[src/rtl/adc_deser_pkg.sv]
// Package: shared constants and types for the serial ADC word deserializer.
// Assumes: nothing; holds defaults only, every module takes them as parameters.
package adc_deser_pkg;

    localparam int DEF_WORD_W   = 12;
    localparam int DEF_HALF_W   = 6;
    localparam int DEF_LANE_W   = 2;
    localparam int DEF_LOCK_CNT = 8;
    localparam logic [DEF_WORD_W-1:0] DEF_PATTERN = 12'hA5C;

    // Which half of the word is currently being gathered.
    typedef enum logic {
        HALF_UPPER = 1'b0,
        HALF_LOWER = 1'b1
    } half_e;

endpackage

[src/rtl/adc_lane_capture.sv]
// Module: adc_lane_capture
// Registers each bit pair into a short history of the serial stream, and
// registers the frame marker to find its rising edge.
// Assumes: ddr_bits[LANE_W-1] is the earliest bit of the pair; the newest
// bit of the stream ends up in hist[0], older bits at higher indices.
module adc_lane_capture #(
    parameter int LANE_W = 2,
    parameter int HIST_W = 13
) (
    input  logic              clk,
    input  logic              rst_n,
    input  logic [LANE_W-1:0] ddr_bits,
    input  logic              frame_in,
    output logic [HIST_W-1:0] hist,
    output logic              frame_rise
);

    logic frame_q;
    logic frame_p;

    // Stream history: shift in one pair per cycle, older bits move up.
    generate
        if (HIST_W > LANE_W) begin : g_hist_long
            always_ff @(posedge clk) begin
                if (!rst_n) hist <= '0;
                else        hist <= {hist[HIST_W-LANE_W-1:0], ddr_bits};
            end
        end else begin : g_hist_short
            always_ff @(posedge clk) begin
                if (!rst_n) hist <= '0;
                else        hist <= ddr_bits;
            end
        end
    endgenerate

    // Frame marker: sample it and keep the previous sample for edge detection.
    always_ff @(posedge clk) begin
        if (!rst_n) begin
            frame_q <= 1'b0;
            frame_p <= 1'b0;
        end else begin
            frame_q <= frame_in;
            frame_p <= frame_q;
        end
    end

    assign frame_rise = frame_q & ~frame_p;

    // A rising edge of the marker lasts a single cycle.
    p_rise_single_r4: assert property (@(posedge clk) disable iff (!rst_n)
        frame_rise |=> !frame_rise);

endmodule

[src/rtl/adc_bit_slip.sv]
// Module: adc_bit_slip
// Chooses the bit pair that lies a given number of bits back in the stream
// history, so capture can be delayed one bit at a time.
// Assumes: off never exceeds MAX_OFF, and HIST_W covers LANE_W + MAX_OFF bits.
module adc_bit_slip #(
    parameter int LANE_W  = 2,
    parameter int MAX_OFF = 11,
    parameter int HIST_W  = LANE_W + MAX_OFF,
    parameter int OFF_W   = 4
) (
    input  logic [HIST_W-1:0] hist,
    input  logic [OFF_W-1:0]  off,
    output logic [LANE_W-1:0] pair
);

    // Offset mux: one candidate window per possible delay.
    always_comb begin
        pair = '0;
        for (int k = 0; k <= MAX_OFF; k++) begin
            if (off == OFF_W'(k)) pair = hist[k +: LANE_W];
        end
    end

endmodule

[src/rtl/adc_half_assembler.sv]
// Module: adc_half_assembler
// Gathers aligned pairs into two halves (upper half first, MSB first) and
// joins them into a word; a frame rise restarts gathering at the upper half.
// Assumes: HALF_W is a multiple of LANE_W and at least twice LANE_W.
// Words are presented only after the first frame rise since reset.
module adc_half_assembler
    import adc_deser_pkg::*;
#(
    parameter int LANE_W = 2,
    parameter int HALF_W = 6,
    parameter int WORD_W = 2 * HALF_W
) (
    input  logic              clk,
    input  logic              rst_n,
    input  logic [LANE_W-1:0] pair,
    input  logic              frame_rise,
    output logic              word_done,
    output logic [WORD_W-1:0] word_next,
    output logic [WORD_W-1:0] word_out,
    output logic              word_valid
);

    localparam int PAIRS  = HALF_W / LANE_W;
    localparam int PCNT_W = (PAIRS > 1) ? $clog2(PAIRS) : 1;
    localparam int SR_W   = HALF_W - LANE_W;

    logic [PCNT_W-1:0] pcnt;
    logic [PCNT_W-1:0] eff_pcnt;
    half_e             half_sel;
    half_e             eff_half;
    logic [SR_W-1:0]   half_sr;
    logic [HALF_W-1:0] upper_q;
    logic [HALF_W-1:0] half_now;
    logic              half_full;
    logic              synced;

    // Effective position: a frame rise forces the first pair of an upper half.
    always_comb begin
        eff_pcnt  = frame_rise ? '0 : pcnt;
        eff_half  = frame_rise ? HALF_UPPER : half_sel;
        half_full = (eff_pcnt == PCNT_W'(PAIRS - 1));
        half_now  = {half_sr, pair};
    end

    assign word_next = {upper_q, half_now};
    assign word_done = half_full && (eff_half == HALF_LOWER) && synced;

    // Half shift register: keeps the pairs received so far in this half.
    generate
        if (SR_W > LANE_W) begin : g_sr_long
            always_ff @(posedge clk) begin
                if (!rst_n) half_sr <= '0;
                else        half_sr <= {half_sr[SR_W-LANE_W-1:0], pair};
            end
        end else begin : g_sr_one
            always_ff @(posedge clk) begin
                if (!rst_n) half_sr <= '0;
                else        half_sr <= pair;
            end
        end
    endgenerate

    // Position tracking: pair count, half select, stored upper half, sync flag.
    always_ff @(posedge clk) begin
        if (!rst_n) begin
            pcnt     <= '0;
            half_sel <= HALF_UPPER;
            upper_q  <= '0;
            synced   <= 1'b0;
        end else begin
            if (frame_rise) synced <= 1'b1;
            if (half_full) begin
                pcnt <= '0;
                if (eff_half == HALF_UPPER) begin
                    upper_q  <= half_now;
                    half_sel <= HALF_LOWER;
                end else begin
                    half_sel <= HALF_UPPER;
                end
            end else begin
                pcnt     <= eff_pcnt + 1'b1;
                half_sel <= eff_half;
            end
        end
    end

    // Output register: present a finished word with a one-cycle strobe.
    always_ff @(posedge clk) begin
        if (!rst_n) begin
            word_out   <= '0;
            word_valid <= 1'b0;
        end else begin
            word_valid <= word_done;
            if (word_done) word_out <= word_next;
        end
    end

    p_valid_single_r3: assert property (@(posedge clk) disable iff (!rst_n)
        word_valid |=> !word_valid);

    p_no_word_unsynced_r6: assert property (@(posedge clk) disable iff (!rst_n)
        !synced |-> !word_valid);

    p_restart_upper_r5: assert property (@(posedge clk) disable iff (!rst_n)
        frame_rise |=> (half_sel == HALF_UPPER));

endmodule

[src/rtl/adc_align_trainer.sv]
// Module: adc_align_trainer
// In training, compares each finished word with the test pattern. A mismatch
// adds one bit of capture delay (wrapping), and a run of matches sets aligned.
// Assumes: word_done is high for one cycle per word, with word_next valid then.
module adc_align_trainer #(
    parameter int WORD_W   = 12,
    parameter int MAX_OFF  = 11,
    parameter int OFF_W    = 4,
    parameter int LOCK_CNT = 8,
    parameter logic [WORD_W-1:0] PATTERN = 12'hA5C
) (
    input  logic              clk,
    input  logic              rst_n,
    input  logic              train_en,
    input  logic              word_done,
    input  logic [WORD_W-1:0] word_next,
    output logic [OFF_W-1:0]  slip_off,
    output logic              aligned
);

    localparam int CNT_W = $clog2(LOCK_CNT + 1);

    logic [CNT_W-1:0] match_cnt;
    logic             judge;

    assign judge = train_en && word_done;

    // Training state: offset, consecutive-match count and aligned flag.
    always_ff @(posedge clk) begin
        if (!rst_n) begin
            slip_off  <= '0;
            match_cnt <= '0;
            aligned   <= 1'b0;
        end else if (judge) begin
            if (word_next != PATTERN) begin
                slip_off  <= (slip_off == OFF_W'(MAX_OFF)) ? '0 : slip_off + 1'b1;
                match_cnt <= '0;
                aligned   <= 1'b0;
            end else if (match_cnt < CNT_W'(LOCK_CNT)) begin
                match_cnt <= match_cnt + 1'b1;
                if (match_cnt == CNT_W'(LOCK_CNT - 1)) aligned <= 1'b1;
            end
        end
    end

    p_hold_idle_r7: assert property (@(posedge clk) disable iff (!rst_n)
        !train_en |=> ($stable(slip_off) && $stable(aligned)));

    p_slip_step_r8: assert property (@(posedge clk) disable iff (!rst_n)
        !$stable(slip_off) |-> (($past(slip_off) == OFF_W'(MAX_OFF)) ?
                                (slip_off == '0) :
                                (slip_off == $past(slip_off) + 1'b1)));

    p_lock_in_training_r9: assert property (@(posedge clk) disable iff (!rst_n)
        $rose(aligned) |-> $past(train_en));

    p_locked_offset_r9: assert property (@(posedge clk) disable iff (!rst_n)
        (aligned && $past(aligned)) |-> $stable(slip_off));

endmodule

[src/rtl/adc_word_deser.sv]
// Module: adc_word_deser (top)
// Serial ADC word deserializer. Pairs flow through capture, the bit-slip mux
// and the half assembler; the trainer steers the slip offset from the words.
// Assumes: one clk edge per DDR bit pair, and frame_in synchronous to clk.
module adc_word_deser
    import adc_deser_pkg::*;
#(
    parameter int WORD_W   = DEF_WORD_W,
    parameter int HALF_W   = DEF_HALF_W,
    parameter int LANE_W   = DEF_LANE_W,
    parameter int LOCK_CNT = DEF_LOCK_CNT,
    parameter logic [WORD_W-1:0] PATTERN = DEF_PATTERN
) (
    input  logic              clk,
    input  logic              rst_n,
    input  logic [LANE_W-1:0] ddr_bits,
    input  logic              frame_in,
    input  logic              train_en,
    output logic [WORD_W-1:0] word_out,
    output logic              word_valid,
    output logic              aligned
);

    localparam int MAX_OFF = WORD_W - 1;
    localparam int HIST_W  = LANE_W + MAX_OFF;
    localparam int OFF_W   = $clog2(WORD_W);

    logic [HIST_W-1:0] hist;
    logic              frame_rise;
    logic [OFF_W-1:0]  slip_off;
    logic [LANE_W-1:0] pair;
    logic              word_done;
    logic [WORD_W-1:0] word_next;

    adc_lane_capture #(
        .LANE_W (LANE_W),
        .HIST_W (HIST_W)
    ) u_capture (
        .clk        (clk),
        .rst_n      (rst_n),
        .ddr_bits   (ddr_bits),
        .frame_in   (frame_in),
        .hist       (hist),
        .frame_rise (frame_rise)
    );

    adc_bit_slip #(
        .LANE_W  (LANE_W),
        .MAX_OFF (MAX_OFF),
        .HIST_W  (HIST_W),
        .OFF_W   (OFF_W)
    ) u_slip (
        .hist (hist),
        .off  (slip_off),
        .pair (pair)
    );

    adc_half_assembler #(
        .LANE_W (LANE_W),
        .HALF_W (HALF_W),
        .WORD_W (WORD_W)
    ) u_assemble (
        .clk        (clk),
        .rst_n      (rst_n),
        .pair       (pair),
        .frame_rise (frame_rise),
        .word_done  (word_done),
        .word_next  (word_next),
        .word_out   (word_out),
        .word_valid (word_valid)
    );

    adc_align_trainer #(
        .WORD_W   (WORD_W),
        .MAX_OFF  (MAX_OFF),
        .OFF_W    (OFF_W),
        .LOCK_CNT (LOCK_CNT),
        .PATTERN  (PATTERN)
    ) u_train (
        .clk       (clk),
        .rst_n     (rst_n),
        .train_en  (train_en),
        .word_done (word_done),
        .word_next (word_next),
        .slip_off  (slip_off),
        .aligned   (aligned)
    );

endmodule

[config.mk]
export PLATFORM = sky130hd
export DESIGN_NAME = adc_word_deser
export DESIGN_NICKNAME = d
export VERILOG_FILES = /design/src/rtl/adc_deser_pkg.sv /design/src/rtl/adc_lane_capture.sv /design/src/rtl/adc_bit_slip.sv /design/src/rtl/adc_half_assembler.sv /design/src/rtl/adc_align_trainer.sv /design/src/rtl/adc_word_deser.sv
export SDC_FILE = /design/constraint.sdc
export NUM_CORES = 1
export LEC_CHECK = 0
export BUFFER_PORTS_ARGS = -buffer_cell sky130_fd_sc_hd__buf_4
export CORE_MARGIN = 4
export CORE_UTILIZATION = 32
export DETAILED_ROUTE_END_ITERATION = 8
export SYNTH_ARGS = -nofsm -noshare
export SYNTH_HDL_FRONTEND = slang
export SYNTH_SLANG_ARGS = --single-unit
[constraint.sdc]
create_clock -name clk -period 4 [get_ports clk]
set_input_delay 0.2 -clock clk [delete_from_list [all_inputs] [get_ports clk]]
set_output_delay 0.2 -clock clk [all_outputs]
set_load 0.005 [all_outputs]
==> results of run 1 <==
## worst paths after layout
kind / slack, ns / cells after the start / start / end
worst max-delay path: 1.32 / 9 / u_capture.frame_p / u_train.match_cnt[0]
worst min register to register: 0.43 / 1 / u_assemble.pcnt[0] / u_assemble.pcnt[0]
worst max register to register: 1.32 / 9 / u_capture.frame_p / u_train.match_cnt[0]
worst min-delay path: 0.1 / 2 / ddr_bits[1] / u_capture.hist[1]
## final cells by class
class                      count  share of cell area
timing repair buffer          19              0.0552
clock inverter                 3              0.0276
multi-input combinational    173               0.433
inverter                      11              0.0160
tap                           96              0.0465
clock buffer                   5              0.0266
sequential                    51               0.395
## flip-flops by register name, summed over array words and instances, names as in the netlist
| name | count |
|---|---|
| u_assemble.word_out | 12 |
| u_capture.frame_p | 1 |
| u_capture.hist | 13 |
| u_assemble.half_sel | 1 |
| u_capture.frame_q | 1 |
| u_train.match_cnt | 4 |
| u_assemble.synced | 1 |
| u_assemble.pcnt | 2 |
| u_train.aligned | 1 |
| u_train.slip_off | 4 |
| u_assemble.upper_q | 6 |
| u_assemble.half_sr | 4 |
| u_assemble.word_valid | 1 |
## Yosys cell counts (2+ instances only)
library cell,instances
inv_1,11
o311ai_1,2
nand2_1,34
nor4_1,2
ha_1,8
o211ai_1,3
dfxtp_1,51
nor2_1,17
nor2b_1,5
a2111oi_0,3
buf_4,2
nor3b_1,4
clkbuf_1,7
or4_1,2
nand3_1,4
nand2b_1,4
a31o_1,3
o21ai_0,3
nand3b_1,4
buf_6,2
a221oi_1,2
a211oi_2,3
nor3_1,4
mux2i_1,8
buf_1,4
nand4b_1,4
and2_1,17
a21oi_1,21
a31oi_1,2
## layout by cell type (no fill, tap or decap), types with 3 or more instances in the layout
master and instances:
dfxtp_1 51, o211ai_1 3, buf_4 19, and2_1 17, a21oi_1 21, nor3_1 4
inv_1 11, nand4b_1 4, nand2b_1 4, clkbuf_8 5, a31o_1 3, nand2_1 34
nand3_1 4, a211oi_2 3, ha_1 8, o21ai_0 3, nor2_1 17, mux2i_1 8
a2111oi_0 3, nand3b_1 4, nor3b_1 4, nor2b_1 5
## through the flow
step,total power [mW],utilization
final,1.00,0.378
after CTS,1.01,0.378
after floorplan,0.567,-
after global routing,1.04,0.378
after global placement,0.580,0.358
after detailed placement,0.581,0.358
## kinds of logic (layout without fill, tap and decap cells)
kind of cell / count (synthesis) / after routing / synth area share
flops: 51 / 51 / 0.451
buf+inv: 27 / 38 / 0.0553
fa+ha+maj: 8 / 8 / 0.0442
mux: 8 / 8 / 0.0354
simple gates: 104 / 104 / 0.238
compound gates: 53 / 53 / 0.176
## routing by layer
layer,wire [microns],vias to the layer above,GRT usage,part of all wire
li1,-,893,-,-
met1,2230,821,0.143,0.50
met2,1990,27,0.175,0.45
met3,168,7,0.0246,0.038
met4,68,0,0.0408,0.015
met5,0,-,0,0
## critical path: stages (launching register included)
cell and delay, ns:
dfxtp_1 0.31, nand2b_1 0.17, and2_1 0.15, ha_1 0.20, ha_1 0.19, and2_1 0.42
nand2_1 0.25, or4_1 0.44, a2111oi_0 0.37, a31o_1 0.15
## where the power goes
part / total (mW) / switching, mW / internal (mW)
clock network: 0.433 / 0.179 / 0.254
logic: 0.0438 / 0.0256 / 0.0182
registers: 0.525 / 0.00639 / 0.518
==> impl_metrics.ini, run 1 <==
[detailed_routing]
drc = 0
first_iter_violations = 92
vias = 1748
wirelength_microns = 4460
ant_nets = 0
wl_per_cell_microns = 12.5
via_per_inst = 4.88
drt-pass1-iter-count = 4

[floorplanning]
die_h_microns = 92.1
die_area_sq_um = 8480
placement_rows = 30
chipWidth_microns = 92.1
io_pins = 20
initial_core_util = 0.331
core-area_sq_um = 6830

[final_layout]
multi_input_area_sq_um = 1120
fill_cells = 716
area_delta_synth_final_pct = 14.1
n_antenna_cell = 0
seqCellArea_sq_um = 1020
nets = 275
finalNonFillerCells = 358
layout-drive-gt1-share = 0.134
stdcell_area_sq_um = 2580

[clock_network]
cts_resized = 0
clockRootBuffer = clkbuf_8
ctsHoldBuffers = 0
clk_pin_slew_worst_paths_ns = 0.10
cts_tree = done
clock-sinks = 51
cts_buffers = 5
clock_latency_ns = 0.31
cts_buffer_depth = 2
post-cts-setup-buffers = 0
h-tree-depth = 2

[yosys]
yosysTopAreaCell = dfxtp_1
syn-num-nets = 265
syn_area_sq_um = 2260
synth_edf_count = 0
synthTopCellsByArea = dfxtp_1 (45%), nand2_1 (5.6%), and2_1 (4.7%)
synth_top_area_share = 0.451
ys_ff_latch = 51
ys_warn_count = 0
synthArstFlopShare = 0
synthFlopType = dfxtp_1
seq_area_frac_synth = 0.451
syn_area_per_cell_sq_um = 9.02
netlist-cell-type-count = 44
netlist_instances = 251

[grt]
grt_pass1_wl_microns = 7730
grt_start_max_net_pins = 33
grt_pass1_vias = 1653
antenna_found_initial = 0
grt_usage = 0.109
grt_overflow = 0

[sta]
finalSetupViolations = 0
skew_ns = 0.0120
rsz0062_at_grt = false
finalCritPeriodShare = 0.670
timing.setup.tns_ns = 0
setup_ws_ns = 1.32
hold_viol = 0
hold_slack_ns = 0.0972
finalMaxSlewViolations = 0
fmax_ghz = 0.373
slew_headroom = 0.346
tightest_slew_ns = 0.979
fin_crit_ns = 2.68

[critical_path]
path_max_fanout = 13
end_kind = register
crit_type = reg -> reg
crit_required_ns = 4.26
worstPathArrival_ns = 2.95
startpoint_type = register

[power]
vdd_drop_max_mv = 0.169
power_density_nw_per_um2 = 388
p_leak_nw = 0.930

[place]
hpwl_microns = 3000
io_buffers = 19
dp_slack_ns = 1.28
place_congestion = 0.739
dpl_cell_area_sq_um = 2440
placedCellCount = 350

[worst_hold_path]
worstHoldPathType = in -> reg

[flow_run]
drv_cap = 0

[status]
status = finished clean
(Power assumes the default switching activity.)
==> run 2, diff against run 1 <==
--- a/config.mk
+++ b/config.mk
@@ -5,6 +5,7 @@
 export SDC_FILE = /design/constraint.sdc
 export NUM_CORES = 1
 export LEC_CHECK = 0
+export ABC_AREA = 1
 export BUFFER_PORTS_ARGS = -buffer_cell sky130_fd_sc_hd__buf_4
 export CORE_MARGIN = 4
 export CORE_UTILIZATION = 32
==> constraint.sdc (replaced) <==
create_clock -name clk -period 2.5 [get_ports clk]
set_input_delay 0.125 -clock clk [delete_from_list [all_inputs] [get_ports clk]]
set_output_delay 0.125 -clock clk [all_outputs]
set_load 0.005 [all_outputs]
==> run 2 against run 1 <==
Area after synthesis grew 0.94%. Highest routed layer unchanged. Core utilization is 1.1 points higher. Count of clock-buffer cells in the layout did not move. Die area grew 0.86%. Sequential cell count unchanged. Worst hold slack improved by 0.12 ns. Clock skew up 0.0029 ns. Non-clock buffer count up 4. Global-route usage down 0.85 points. Register-to-register slack lost 0.97 ns. Clock power is 35% higher. First-iteration DRC count fell by 15%.
==> impl_metrics.ini, run 2 <==
[power]
p_leak_nw = 1.23
vdd_drop_max_mv = 0.189
power_density_nw_per_um2 = 567

[yosys]
synth_edf_count = 0
ys_ff_latch = 51
syn_area_sq_um = 2280
netlist-cell-type-count = 29
seq_area_frac_synth = 0.447
yosysTopAreaCell = dfxtp_1
syn-num-nets = 329
netlist_instances = 315
ys_warn_count = 0
synthTopCellsByCount = nand2_1 (64), inv_1 (60), dfxtp_1 (51), nor2_1 (37), o21ai_0 (23)
syn_area_per_cell_sq_um = 7.25
synthArstFlopShare = 0
synthFlopType = dfxtp_1
synth_top_area_share = 0.447
synthTopCellsByArea = dfxtp_1 (45%), nand2_1 (11%), inv_1 (9.9%)
synth_most_common_cell = nand2_1

[sta]
setup_ws_ns = 0.349
hold_viol = 0
skew_ns = 0.0149
fmax_ghz = 0.465
finalCritPeriodShare = 0.861
finalSetupViolations = 0
slew_headroom = 0.690
rsz0062_at_grt = false
tightest_slew_ns = 0.465
timing.setup.tns_ns = 0
fin_crit_ns = 2.15
finalMaxSlewViolations = 0

[clock_network]
cts_tree = done
clk_pin_slew_worst_paths_ns = 0.09
post-cts-setup-buffers = 0
ctsHoldBuffers = 3
cts_buffer_depth = 2
h-tree-depth = 2
cts_buffers = 5
clock-sinks = 51
clockRootBuffer = clkbuf_8
cts_resized = 0
clock_latency_ns = 0.30

[grt]
grt-busiest-layer = met2
met1_usage = 0.133
grt_util_met3 = 0.0211
grtUsageMet2 = 0.161
grt_usage = 0.101
grt_pass1_wl_microns = 7150
antenna_found_initial = 0
grt_start_max_net_pins = 40
grt_pass1_vias = 1658
grt_overflow = 0

[critical_path]
path_max_fanout = 9
end_kind = register
timing.reg2reg.setup_slack_ns = 0.35
startpoint_type = register
crit_type = reg -> reg
worstPathArrival_ns = 2.35
crit_required_ns = 2.70

[place]
hpwl_microns = 2930
placedCellCount = 424
place_congestion = 0.844
io_buffers = 19
dp_slack_ns = 0.343

[final_layout]
mostFrequentLayoutCells = nand2_1 (64), inv_1 (60), dfxtp_1 (51)
reg_top3 = u_capture.hist (13), u_assemble.word_out (12), u_assemble.upper_q (6)
n_antenna_cell = 0
area_delta_synth_final_pct = 16.9
layout-drive-gt1-share = 0.133
fill_cells = 739
top_register = u_capture.hist
layout_commonest_cell = nand2_1
largest_register_ffs = 13
nets = 352
finalNonFillerCells = 435

[detailed_routing]
drc = 0
ant_nets = 0
via_per_inst = 4.23
wl_per_cell_microns = 9.32
first_iter_violations = 78
vias = 1839
wirelength_microns = 4050
drt-pass1-iter-count = 4

[floorplanning]
core-area_sq_um = 6870
placement_rows = 30
io_pins = 20
die_area_sq_um = 8560
initial_core_util = 0.333
die_h_microns = 92.5
chipWidth_microns = 92.5

[worst_hold_path]
worstHoldPathType = in -> reg

[status]
status = finished clean

[flow_run]
drv_cap = 0
## run 2: changes by cell type after synthesis, moves of 5 or more
cell	delta
o21ai_0	+20
nand2_1	+30
and2_1	-17
nor2_1	+20
nand3_1	+7
inv_1	+49
mux2i_1	-8
nor2b_1	-5
## run 2: logic make-up after synthesis
logic type,count (synthesis),share of synthesized area
AND/OR/NAND/NOR,132,0.256
AO/OA/AOI/OAI,54,0.134
flip-flops,51,0.447
adder cells (fa/ha/maj),8,0.0438
buffers and inverters,69,0.115
XOR/XNOR,1,0.00383
## run 2: path summary, 6_finish.rpt
| path | from | end | depth (start not counted) |
|---|---|---|---|
| min | rst_n | u_capture.frame_p | 3 |
| max | u_train.slip_off[1] | u_train.match_cnt[2] | 20 |
| max reg2reg | u_train.slip_off[1] | u_train.match_cnt[2] | 20 |
| min reg2reg | u_capture.hist[0] | u_capture.hist[2] | 2 |
## run 2: report_power, final
group | total, mW | switching [mW] | internal (mW)
Clock | 0.585 | 0.281 | 0.304
Combinational | 0.0796 | 0.0481 | 0.0316
Sequential | 0.851 | 0.0136 | 0.837
## run 2: per-layer routing
| layer | up-vias | share of wire |
|---|---|---|
| met5 | - | 0 |
| met4 | 0 | 0.014 |
| met3 | 4 | 0.028 |
| met2 | 21 | 0.44 |
| met1 | 799 | 0.52 |
| li1 | 1015 | - |
## run 2: critical path: stages, from the launching register on
cell,delay [ns]
dfxtp_1,0.39
inv_1,0.09
ha_1,0.26
nor2_1,0.14
nand3_1,0.08
nand2_1,0.06
nand2_1,0.04
nand2_1,0.06
nand2_1,0.05
nand2_1,0.05
nand2_1,0.04
nand2_1,0.05
nand2_1,0.05
nand4_1,0.06
nand2_1,0.05
nand2_1,0.07
nand2_2,0.10
nand2_4,0.12
nand2_4,0.09
a21oi_1,0.14
nor2_1,0.05
## run 2: layout make-up
class,count,area [sq um],share of cell area
flip-flops and latches,51,1020,0.382
well taps,96,120,0.0450
inverters,62,233,0.0871
clock buffers,5,68.8,0.0258
multi-input cells,195,1000,0.375
clock inverters,3,47.5,0.0178
repair buffers,23,180,0.0674
## run 2: per-stage QoR
| stage | cell area (sq um) | hold WS, ns | util | total power [mW] |
|---|---|---|---|---|
| 3_5_place_dp | 2520 | 0.312 | 0.368 | 0.947 |
| 5_1_grt | 2670 | 0.236 | 0.389 | 1.58 |
| 6_report | 2670 | 0.215 | 0.389 | 1.52 |
| 3_3_place_gp | 2520 | 0.310 | 0.368 | 0.945 |
| 2_1_floorplan | 2280 | 0.223 | - | 0.926 |
| 4_1_cts | 2670 | 0.208 | 0.389 | 1.55 |
